**src/rtl/acc_core_pkg.sv**
```systemverilog
package acc_core_pkg;

  typedef enum logic [3:0] {
    ST_F1, ST_F2, ST_F3, ST_F4,
    ST_I1, ST_I2, ST_I3,
    ST_E1, ST_E2, ST_E3, ST_E4,
    ST_HALT
  } stepT;

  typedef struct packed {
    logic marFromPc;
    logic marFromField;
    logic marFromPtr;
    logic memRead;
    logic memWrite;
    logic mbrFromMem;
    logic mbrFromAc;
    logic irFromMbr;
    logic pcInc;
    logic acLoad;
    logic acAdd;
  } strobeT;

  localparam int OP_W = 4;

  localparam logic [OP_W-1:0] OP_LOAD   = 4'h1;
  localparam logic [OP_W-1:0] OP_STORE  = 4'h2;
  localparam logic [OP_W-1:0] OP_ADD    = 4'h3;
  localparam logic [OP_W-1:0] OP_LOADP  = 4'h5;
  localparam logic [OP_W-1:0] OP_STOREP = 4'h6;
  localparam logic [OP_W-1:0] OP_ADDP   = 4'h7;
  localparam logic [OP_W-1:0] OP_HALT   = 4'hF;

  function automatic logic opIsPtr(logic [OP_W-1:0] op);
    return (op == OP_LOADP) || (op == OP_STOREP) || (op == OP_ADDP);
  endfunction

  function automatic logic opIsMemOp(logic [OP_W-1:0] op);
    return (op == OP_LOAD) || (op == OP_STORE) || (op == OP_ADD) || opIsPtr(op);
  endfunction

  function automatic logic [OP_W-1:0] opBase(logic [OP_W-1:0] op);
    return op & 4'b1011;
  endfunction

endpackage

```
**src/rtl/acc_core_ctrl.sv**
```systemverilog
module acc_core_ctrl
  import acc_core_pkg::*;
(
  input  logic            clk,
  input  logic            rstN,
  input  logic [OP_W-1:0] mbrOp,
  input  logic [OP_W-1:0] irOp,
  output strobeT          strobe,
  output logic            halted,
  output logic            error
);

  stepT step, stepNext;
  logic errNext;
  logic irStore, irLoad;

  assign irStore = (opBase(irOp) == OP_STORE);
  assign irLoad  = (opBase(irOp) == OP_LOAD);

  always_comb begin
    strobe   = '0;
    stepNext = step;
    errNext  = error;
    unique case (step)
      ST_F1: begin strobe.marFromPc = 1'b1; stepNext = ST_F2; end
      ST_F2: begin strobe.memRead = 1'b1; stepNext = ST_F3; end
      ST_F3: begin strobe.mbrFromMem = 1'b1; stepNext = ST_F4; end
      ST_F4: begin
        strobe.irFromMbr = 1'b1;
        strobe.pcInc     = 1'b1;
        if (!opIsMemOp(mbrOp)) begin
          stepNext = ST_HALT;
          errNext  = (mbrOp != OP_HALT);
        end else if (opIsPtr(mbrOp)) begin
          stepNext = ST_I1;
        end else begin
          stepNext = ST_E1;
        end
      end
      ST_I1: begin strobe.marFromField = 1'b1; stepNext = ST_I2; end
      ST_I2: begin strobe.memRead = 1'b1; stepNext = ST_I3; end
      ST_I3: begin strobe.mbrFromMem = 1'b1; stepNext = ST_E1; end
      ST_E1: begin
        if (opIsPtr(irOp)) strobe.marFromPtr = 1'b1;
        else               strobe.marFromField = 1'b1;
        stepNext = ST_E2;
      end
      ST_E2: begin
        if (irStore) strobe.mbrFromAc = 1'b1;
        else         strobe.memRead = 1'b1;
        stepNext = ST_E3;
      end
      ST_E3: begin
        if (irStore) begin
          strobe.memWrite = 1'b1;
          stepNext = ST_F1;
        end else begin
          strobe.mbrFromMem = 1'b1;
          stepNext = ST_E4;
        end
      end
      ST_E4: begin
        if (irLoad) strobe.acLoad = 1'b1;
        else        strobe.acAdd  = 1'b1;
        stepNext = ST_F1;
      end
      default: stepNext = ST_HALT;
    endcase
  end

  always_ff @(posedge clk) begin
    if (!rstN) begin
      step  <= ST_F1;
      error <= 1'b0;
    end else begin
      step  <= stepNext;
      error <= errNext;
    end
  end

  assign halted = (step == ST_HALT);

  p_rw_exclusive_r10: assert property (@(posedge clk) disable iff (!rstN)
    !(strobe.memRead && strobe.memWrite));

  p_halt_sticky_r7: assert property (@(posedge clk) disable iff (!rstN)
    halted |=> halted);

  p_halt_quiet_r7: assert property (@(posedge clk) disable iff (!rstN)
    halted |-> (!strobe.memRead && !strobe.memWrite));

  p_error_halts_r8: assert property (@(posedge clk) disable iff (!rstN)
    error |-> halted);

  p_ptr_after_fetch_r4: assert property (@(posedge clk) disable iff (!rstN)
    (step == ST_F4 && opIsPtr(mbrOp)) |=> (step == ST_I1));

endmodule

```
**src/rtl/acc_core_dpath.sv**
```systemverilog
module acc_core_dpath
  import acc_core_pkg::*;
#(
  parameter int            WORD_W   = 16,
  parameter logic [15:0]   RESET_PC = 16'h0300
) (
  input  logic              clk,
  input  logic              rstN,
  input  strobeT            strobe,
  input  logic [WORD_W-1:0] memRdData,
  output logic [WORD_W-1:0] memAddr,
  output logic              memRe,
  output logic              memWe,
  output logic [WORD_W-1:0] memWrData,
  output logic [OP_W-1:0]   mbrOp,
  output logic [OP_W-1:0]   irOp,
  output logic [WORD_W-1:0] pcOut,
  output logic [WORD_W-1:0] acOut
);

  localparam int FIELD_W = WORD_W - OP_W;

  logic [WORD_W-1:0] pc, mar, mbr, ac;
  logic [OP_W-1:0]   ir;
  logic [WORD_W-1:0] fieldAddr;

  assign fieldAddr = {{OP_W{1'b0}}, mbr[FIELD_W-1:0]};

  always_ff @(posedge clk) begin
    if (!rstN) begin
      pc  <= WORD_W'(RESET_PC);
      mar <= '0;
      mbr <= '0;
      ir  <= '0;
      ac  <= '0;
    end else begin
      if (strobe.marFromPc)         mar <= pc;
      else if (strobe.marFromField) mar <= fieldAddr;
      else if (strobe.marFromPtr)   mar <= mbr;

      if (strobe.mbrFromMem)        mbr <= memRdData;
      else if (strobe.mbrFromAc)    mbr <= ac;

      if (strobe.irFromMbr)         ir <= mbr[WORD_W-1 -: OP_W];
      if (strobe.pcInc)             pc <= pc + 1'b1;

      if (strobe.acLoad)            ac <= mbr;
      else if (strobe.acAdd)        ac <= ac + mbr;
    end
  end

  assign memAddr   = mar;
  assign memWrData = mbr;
  assign memRe     = strobe.memRead;
  assign memWe     = strobe.memWrite;
  assign mbrOp     = mbr[WORD_W-1 -: OP_W];
  assign irOp      = ir;
  assign pcOut     = pc;
  assign acOut     = ac;

  p_pc_step_r3: assert property (@(posedge clk) disable iff (!rstN)
    (pc != $past(pc)) |-> (pc == $past(pc) + 1'b1));

  p_ac_hold_r5: assert property (@(posedge clk) disable iff (!rstN)
    (!strobe.acLoad && !strobe.acAdd) |=> $stable(ac));

  p_store_data_r6: assert property (@(posedge clk) disable iff (!rstN)
    strobe.memWrite |-> (memWrData == ac));

endmodule

```
**src/rtl/acc_core.sv**
```systemverilog
module acc_core
  import acc_core_pkg::*;
#(
  parameter int          WORD_W   = 16,
  parameter logic [15:0] RESET_PC = 16'h0300
) (
  input  logic              clk,
  input  logic              rstN,
  output logic [WORD_W-1:0] memAddr,
  output logic              memRe,
  output logic              memWe,
  output logic [WORD_W-1:0] memWrData,
  input  logic [WORD_W-1:0] memRdData,
  output logic [WORD_W-1:0] pcOut,
  output logic [WORD_W-1:0] acOut,
  output logic              halted,
  output logic              error
);

  strobeT          strobe;
  logic [OP_W-1:0] mbrOp, irOp;

  acc_core_ctrl u_ctrl (
    .clk    (clk),
    .rstN   (rstN),
    .mbrOp  (mbrOp),
    .irOp   (irOp),
    .strobe (strobe),
    .halted (halted),
    .error  (error)
  );

  acc_core_dpath #(
    .WORD_W   (WORD_W),
    .RESET_PC (RESET_PC)
  ) u_dpath (
    .clk       (clk),
    .rstN      (rstN),
    .strobe    (strobe),
    .memRdData (memRdData),
    .memAddr   (memAddr),
    .memRe     (memRe),
    .memWe     (memWe),
    .memWrData (memWrData),
    .mbrOp     (mbrOp),
    .irOp      (irOp),
    .pcOut     (pcOut),
    .acOut     (acOut)
  );

endmodule

```
**config.mk**
```make
export PLATFORM = sky130hd
export DESIGN_NAME = acc_core
export DESIGN_NICKNAME = d
export VERILOG_FILES = /design/src/rtl/acc_core_pkg.sv /design/src/rtl/acc_core_ctrl.sv /design/src/rtl/acc_core_dpath.sv /design/src/rtl/acc_core.sv
export SDC_FILE = /design/constraint.sdc
export NUM_CORES = 1
export LEC_CHECK = 0
export BUFFER_PORTS_ARGS = -buffer_cell sky130_fd_sc_hd__buf_4
export CORE_ASPECT_RATIO = 1.25
export CORE_MARGIN = 3
export CORE_UTILIZATION = 50
export DETAILED_ROUTE_END_ITERATION = 6
export PLACE_DENSITY = 0.83
export SKIP_LAST_GASP = 1
export SLEW_MARGIN = 20
export SYNTH_ARGS = -nofsm -noshare
export SYNTH_HDL_FRONTEND = slang
export SYNTH_SLANG_ARGS = --single-unit
```
**constraint.sdc**
```tcl
create_clock -name clk -period 3.8 [get_ports clk]
set_input_delay 0.19 -clock clk [delete_from_list [all_inputs] [get_ports clk]]
set_output_delay 0.19 -clock clk [all_outputs]
set_load 0.02 [all_outputs]
```
# Word level (Yosys, flattened, before mapping)

Index checks and enable logic that the tools add are counted.

Flip-flop bits (word level): 73
Input port bits: 18

$add $sub $neg: 2
Eq/ne operators: 23
Multiplexer cells: 26
Bitwise operators: 1
Reduce and logical (&&, ||, !) cells: 14

Operator list:

| cell                    | number |
|---|---|
| $mux W16                | 7 |
| $pmux W4 S11            | 1 |
| $eq A4 B3 Y1 const B    | 10 |
| $add A16 B1 Y16 const B | 1 |
| $add A16 B16 Y16        | 1 |
| $eq A4 B2 Y1 const B    | 4 |
| $eq A4 B4 Y1 const B    | 4 |
| $mux W1                 | 10 |
| $eq A4 B1 Y1 const B    | 2 |
| $mux W4                 | 2 |
| $logic_or A1 B1 Y1      | 7 |
| $mux W2                 | 3 |
| $pmux W1 S2             | 3 |
| $logic_not A4 Y1        | 1 |
| $ne A4 B4 Y1 const B    | 1 |
| $reduce_bool A2 Y1      | 2 |
| $reduce_or A2 Y1        | 2 |
| $eq A3 B1 Y1 const B    | 1 |
| $eq A3 B2 Y1 const B    | 1 |
| $reduce_bool A3 Y1      | 1 |
| $reduce_and A2 Y1       | 1 |
| $not A1 Y1              | 1 |

# Depth between registers and ports, before layout

Word-level depth: 8
Gate-level depth with buffers: 9

# Cells and area by module

A second synthesis with hierarchy kept.

Cells, all modules: 502
Area total of the unflattened synthesis: 4145.2 um^2

Modules (own cells, without submodules):

| module         | times used | cells each | area each (um^2) | sequential area each (um^2) |
|---|---|---|---|---|
| acc_core_dpath | 1          | 441        | 3672.3           | 1361.3 |
| acc_core_ctrl  | 1          | 61         | 473.0            | 100.1 |

# Worst setup path after synthesis

Ideal clock, no wire load.

Kind: flip-flop to flip-flop
From: register u_dpath.mbr[4] (netlist: u_dpath.memWrData[4])
To: register u_dpath.ac[15] (netlist: u_dpath.acOut[15])
Library setup time: 74 ps
Data arrival time: 2126 ps
Setup slack: 1599 ps
Stages on the path, launching flop included: 8
Buffers on the path: 0
Clock period less this slack: 2201 ps
Cells stage by stage: dfxtp_1 > ha_1 > a21o_1 > o21bai_1 > o211ai_1 > a21oi_1 > or3_1 > a31oi_1

Word-level cells in the longest chain between the ends: 3

Ends and longest elaborated chain:

| what                   | RTL line             | text |
|---|---|---|
| from (decl)            | acc_core_dpath.sv:23 | `logic [WORD_W-1:0] pc, mar, mbr, ac;` |
| from (signal assigned) | acc_core_dpath.sv:41 | `if (strobe.mbrFromMem) mbr <= memRdData;` |
| $add A16 B16 Y16       | acc_core_dpath.sv:48 | `else if (strobe.acAdd) ac <= ac + mbr;` |
| $mux W16               | acc_core_dpath.sv:48 |  |
| $mux W16               | acc_core_dpath.sv:47 | `if (strobe.acLoad) ac <= mbr;` |
| to (signal assigned)   | acc_core_dpath.sv:47 |  |
| to (signal assigned)   | acc_core_dpath.sv:48 |  |
| to (decl)              | acc_core_dpath.sv:23 |  |

No other way between the ends. The select of a mux whose other input is x is not followed.
A chain may end at the register's enable or synchronous reset.

# Final worst setup path

From: register u_ctrl.step[1]
To: register u_dpath.pc[15] (netlist: u_dpath.pcOut[15])

Word-level cells in the longest chain between the ends: 2

Ends and longest elaborated chain:

| what                   | RTL line             | text |
|---|---|---|
| from (decl)            | acc_core_ctrl.sv:13  | `stepT step, stepNext;` |
| from (signal assigned) | acc_core_ctrl.sv:76  | `step <= stepNext;` |
| $eq A4 B2 Y1           | acc_core_ctrl.sv:24  | `unique case (step)` |
| $mux W2                | acc_core_ctrl.sv:24  |  |
| to (signal assigned)   | acc_core_dpath.sv:31 | `pc <= WORD_W'(RESET_PC);` |
| to (signal assigned)   | acc_core_dpath.sv:45 | `if (strobe.pcInc) pc <= pc + 1'b1;` |
| to (decl)              | acc_core_dpath.sv:23 |  |

No other way between the ends.

==> metrics.cfg <==
[timing]
setup_viol=0
rsz0062_at_grt=no
max_freq_mhz=408
min_period_ns=2.45
slew_viol_final=0
setup_tns_ns=0
finalCritPeriodShare=0.644
skew_ns=0.00902
hold_viol=0
max_slew.worst_pin.slew_ns=0.932
relSlewSlack=0.378

[detailed_routing]
drc=0
drt_iter0_markers=307
drt_pre_antenna_iters=5
wl_mm=11.0
antenna_left=0
viasPerCell=5.88
wire_per_inst_um=16.0
dr_total_vias=4022

[cts]
h-tree-depth=3
numCtsBuffers=9
tritoncts=done
cts_root_buffer=clkbuf_8
cts_sinks=73
cts_resized=0
worstSkewPairLatency_ns=0.36
clk_pin_slew_ns=0.08
holdBufCountCts=0
cts_buffer_depth=2
post-cts-setup-buffers=0

[critical_path]
cp_common_cell=or3_1
cp_slowest_cell=dfxtp_1
start_kind=flip-flop
worstPathArrival_ns=2.74
cp_cell_sequence=nand4bb_1 -> or3_1 -> nor2_4 -> nand2_2 -> or3_1 -> a21oi_1
endpoint_kind=flip-flop
max_stage_delay_ns=0.65
critPathMaxFanout=17
setup.worst_path.class=flip-flop to flip-flop
worstPathRequired_ns=4.09
path_delay_family=simple AND/OR/NAND/NOR gates
cp.buffers_inverters=0

[status]
status=completed

[synth]
yosysWarnings=0
synth-seq-cells=73
synth.net_count=544
postSynthAreaPerCell_sq_um=7.99
seq_area_frac_synth=0.359
synth_ff_type=dfxtp_1
synth_cell_types=49
synth_enable_flop_cells=0
syn-cell-area_sq_mm=0.00407
ys_async_sr_fraction=0
synthCells=509

[power_and_ir_drop]
p_int_uw=1400
switching_share=0.326
p_leak_uw=0.00219
power_per_cell_area_mw_per_mm2=413
combinationalPowerShare=0.226
clkPwrFrac=0.337
p_seq_frac=0.438
finalPower_uw=2080
power_switching_uw=676
ir_worst_vdd_uv=236

[floorplan]
ios=86
die_w_um=86.7
rows=36
start_util=0.519
dieArea_sq_mm=0.00926
die_h_um=107
coreArea_sq_mm=0.00784

[finish]
seq_area_sq_mm=0.00146
drive_gt1_frac=0.205
area_delta_synth_final_pct=23.6
nFillCells=670
num_antenna_cells=0
utilization=0.641
nets=619
multi_input_area_sq_mm=0.00247

[hold_path]
hp-class=input pin to flip-flop

[place]
place_congestion=0.926
io_buffers=85
hpwl_mm=8.03

[global_routing]
grt_pass1_vias=3884
grt_pass1_wl_mm=18.4
antenna_found_initial=0
grt_max_degree=46
grt_overflow=0
grtUsageTotal=0.246

[job]
max-cap-violations=0

[logic make-up (layout without fill, tap and decap cells)]
group / after synthesis / count (layout) / share of synthesized area
buffers and inverters: 40 / 120 / 0.0406
flip-flops: 73 / 73 / 0.359
AO/OA/AOI/OAI: 135 / 135 / 0.215
adder cells (fa/ha/maj): 17 / 17 / 0.0542
XOR/XNOR: 15 / 15 / 0.0323
AND/OR/NAND/NOR: 201 / 201 / 0.229
multiplexers: 28 / 28 / 0.0689
[cells in the mapped netlist (9+ instances only)]
master	number	area (sq um)
nor2_1	79	297
dfxtp_1	73	1460
nand2_1	57	214
a21oi_1	34	170
a211oi_1	33	248
mux2i_1	28	280
o21ai_0	23	115
clkbuf_1	19	71.3
ha_1	16	200
nand3_1	14	70.1
inv_1	10	37.5
xor2_1	10	87.6
a31oi_1	9	56.3
buf_2	9	45.0
[layout by cell type, fill, tap and decap left out, types with 2 or more instances in the layout]
cell type  count
a21o_1         8
ha_1          16
o21a_1         2
nor2_1        79
inv_1          9
nor2b_1        3
a211oi_1      33
mux2i_1       28
a22oi_1        4
a311oi_1       5
o211ai_1       6
inv_6          2
dfxtp_1       73
nor3_1         7
xnor2_1        5
o2111ai_1      2
xor2_1        10
o22ai_1        2
nand2_1       57
and3_1         4
nand4_1        4
a31oi_1        8
o21ai_0       23
buf_4         93
clkinv_4       2
nand4bb_1      2
nand3b_1       4
nand2b_1       6
a21oi_1       33
clkbuf_8       9
nand3_1       14
or3_1          8
nor3b_2        2
bufinv_16      2
nor4_1         3
[state kept, by name (all words and copies together) (netlist names)]
| name | flops |
|---|---|
| u_ctrl.error | 1 |
| u_dpath.pcOut | 16 |
| u_dpath.memWrData | 16 |
| u_dpath.acOut | 16 |
| u_dpath.irOp | 4 |
| u_dpath.memAddr | 16 |
| u_ctrl.step | 4 |
[metrics by stage]
step | instances | setup WS (ns) | area (sq um) | hold slack (ns)
2_1_floorplan | 509 | 1.60 | 4070 | 0.262
3_3_place_gp | 667 | 1.46 | 4780 | 0.440
3_5_place_dp | 667 | 1.41 | 4780 | 0.450
4_1_cts | 683 | 1.37 | 5010 | 0.0790
5_1_grt | 684 | 1.14 | 5030 | 0.0846
6_report | 684 | 1.35 | 5030 | 0.0850
[cell type report]
class,instances,share of cell area
Inverter,10,0.00747
Sequential cell,73,0.291
Clock inverter,7,0.0204
Timing Repair Buffer,94,0.142
Clock buffer,9,0.0246
Multi-Input combinational cell,396,0.491
Tap cell,95,0.0236
[layer usage]
| metal | track usage | vias up | part of all wire |
|---|---|---|---|
| met5 | 0 | - | 0 |
| met4 | 0.0947 | 0 | 0.021 |
| met3 | 0.0361 | 21 | 0.056 |
| met2 | 0.418 | 115 | 0.50 |
| met1 | 0.311 | 1902 | 0.42 |
| li1 | - | 1984 | - |
[power groups by stage]
stage | Sequential, uW | Combinational, uW | Clock, uW
finish | 909 | 468 | 699
global route | 919 | 514 | 740
CTS | 908 | 469 | 707
detailed placement | 926 | 468 | 0
global placement | 921 | 456 | 0
floorplan | 959 | 254 | 0
[path summary, 6_finish.rpt]
| kind | from | endpoint | slack [ns] | cells after the start |
|---|---|---|---|---|
| min reg2reg | u_dpath.irOp[2]$_SDFFE_PN0N_ | u_dpath.irOp[2]$_SDFFE_PN0N_ | 0.47 | 2 |
| min | rstN | u_dpath.pcOut[8]$_SDFFE_PN1N_ | 0.08 | 2 |
| max reg2reg | u_ctrl.step[1]$_SDFF_PN0_ | u_dpath.pcOut[15]$_SDFFE_PN0N_ | 1.35 | 6 |
| max | u_ctrl.step[1]$_SDFF_PN0_ | u_dpath.pcOut[15]$_SDFFE_PN0N_ | 1.35 | 6 |
(Power assumes the default switching activity.)
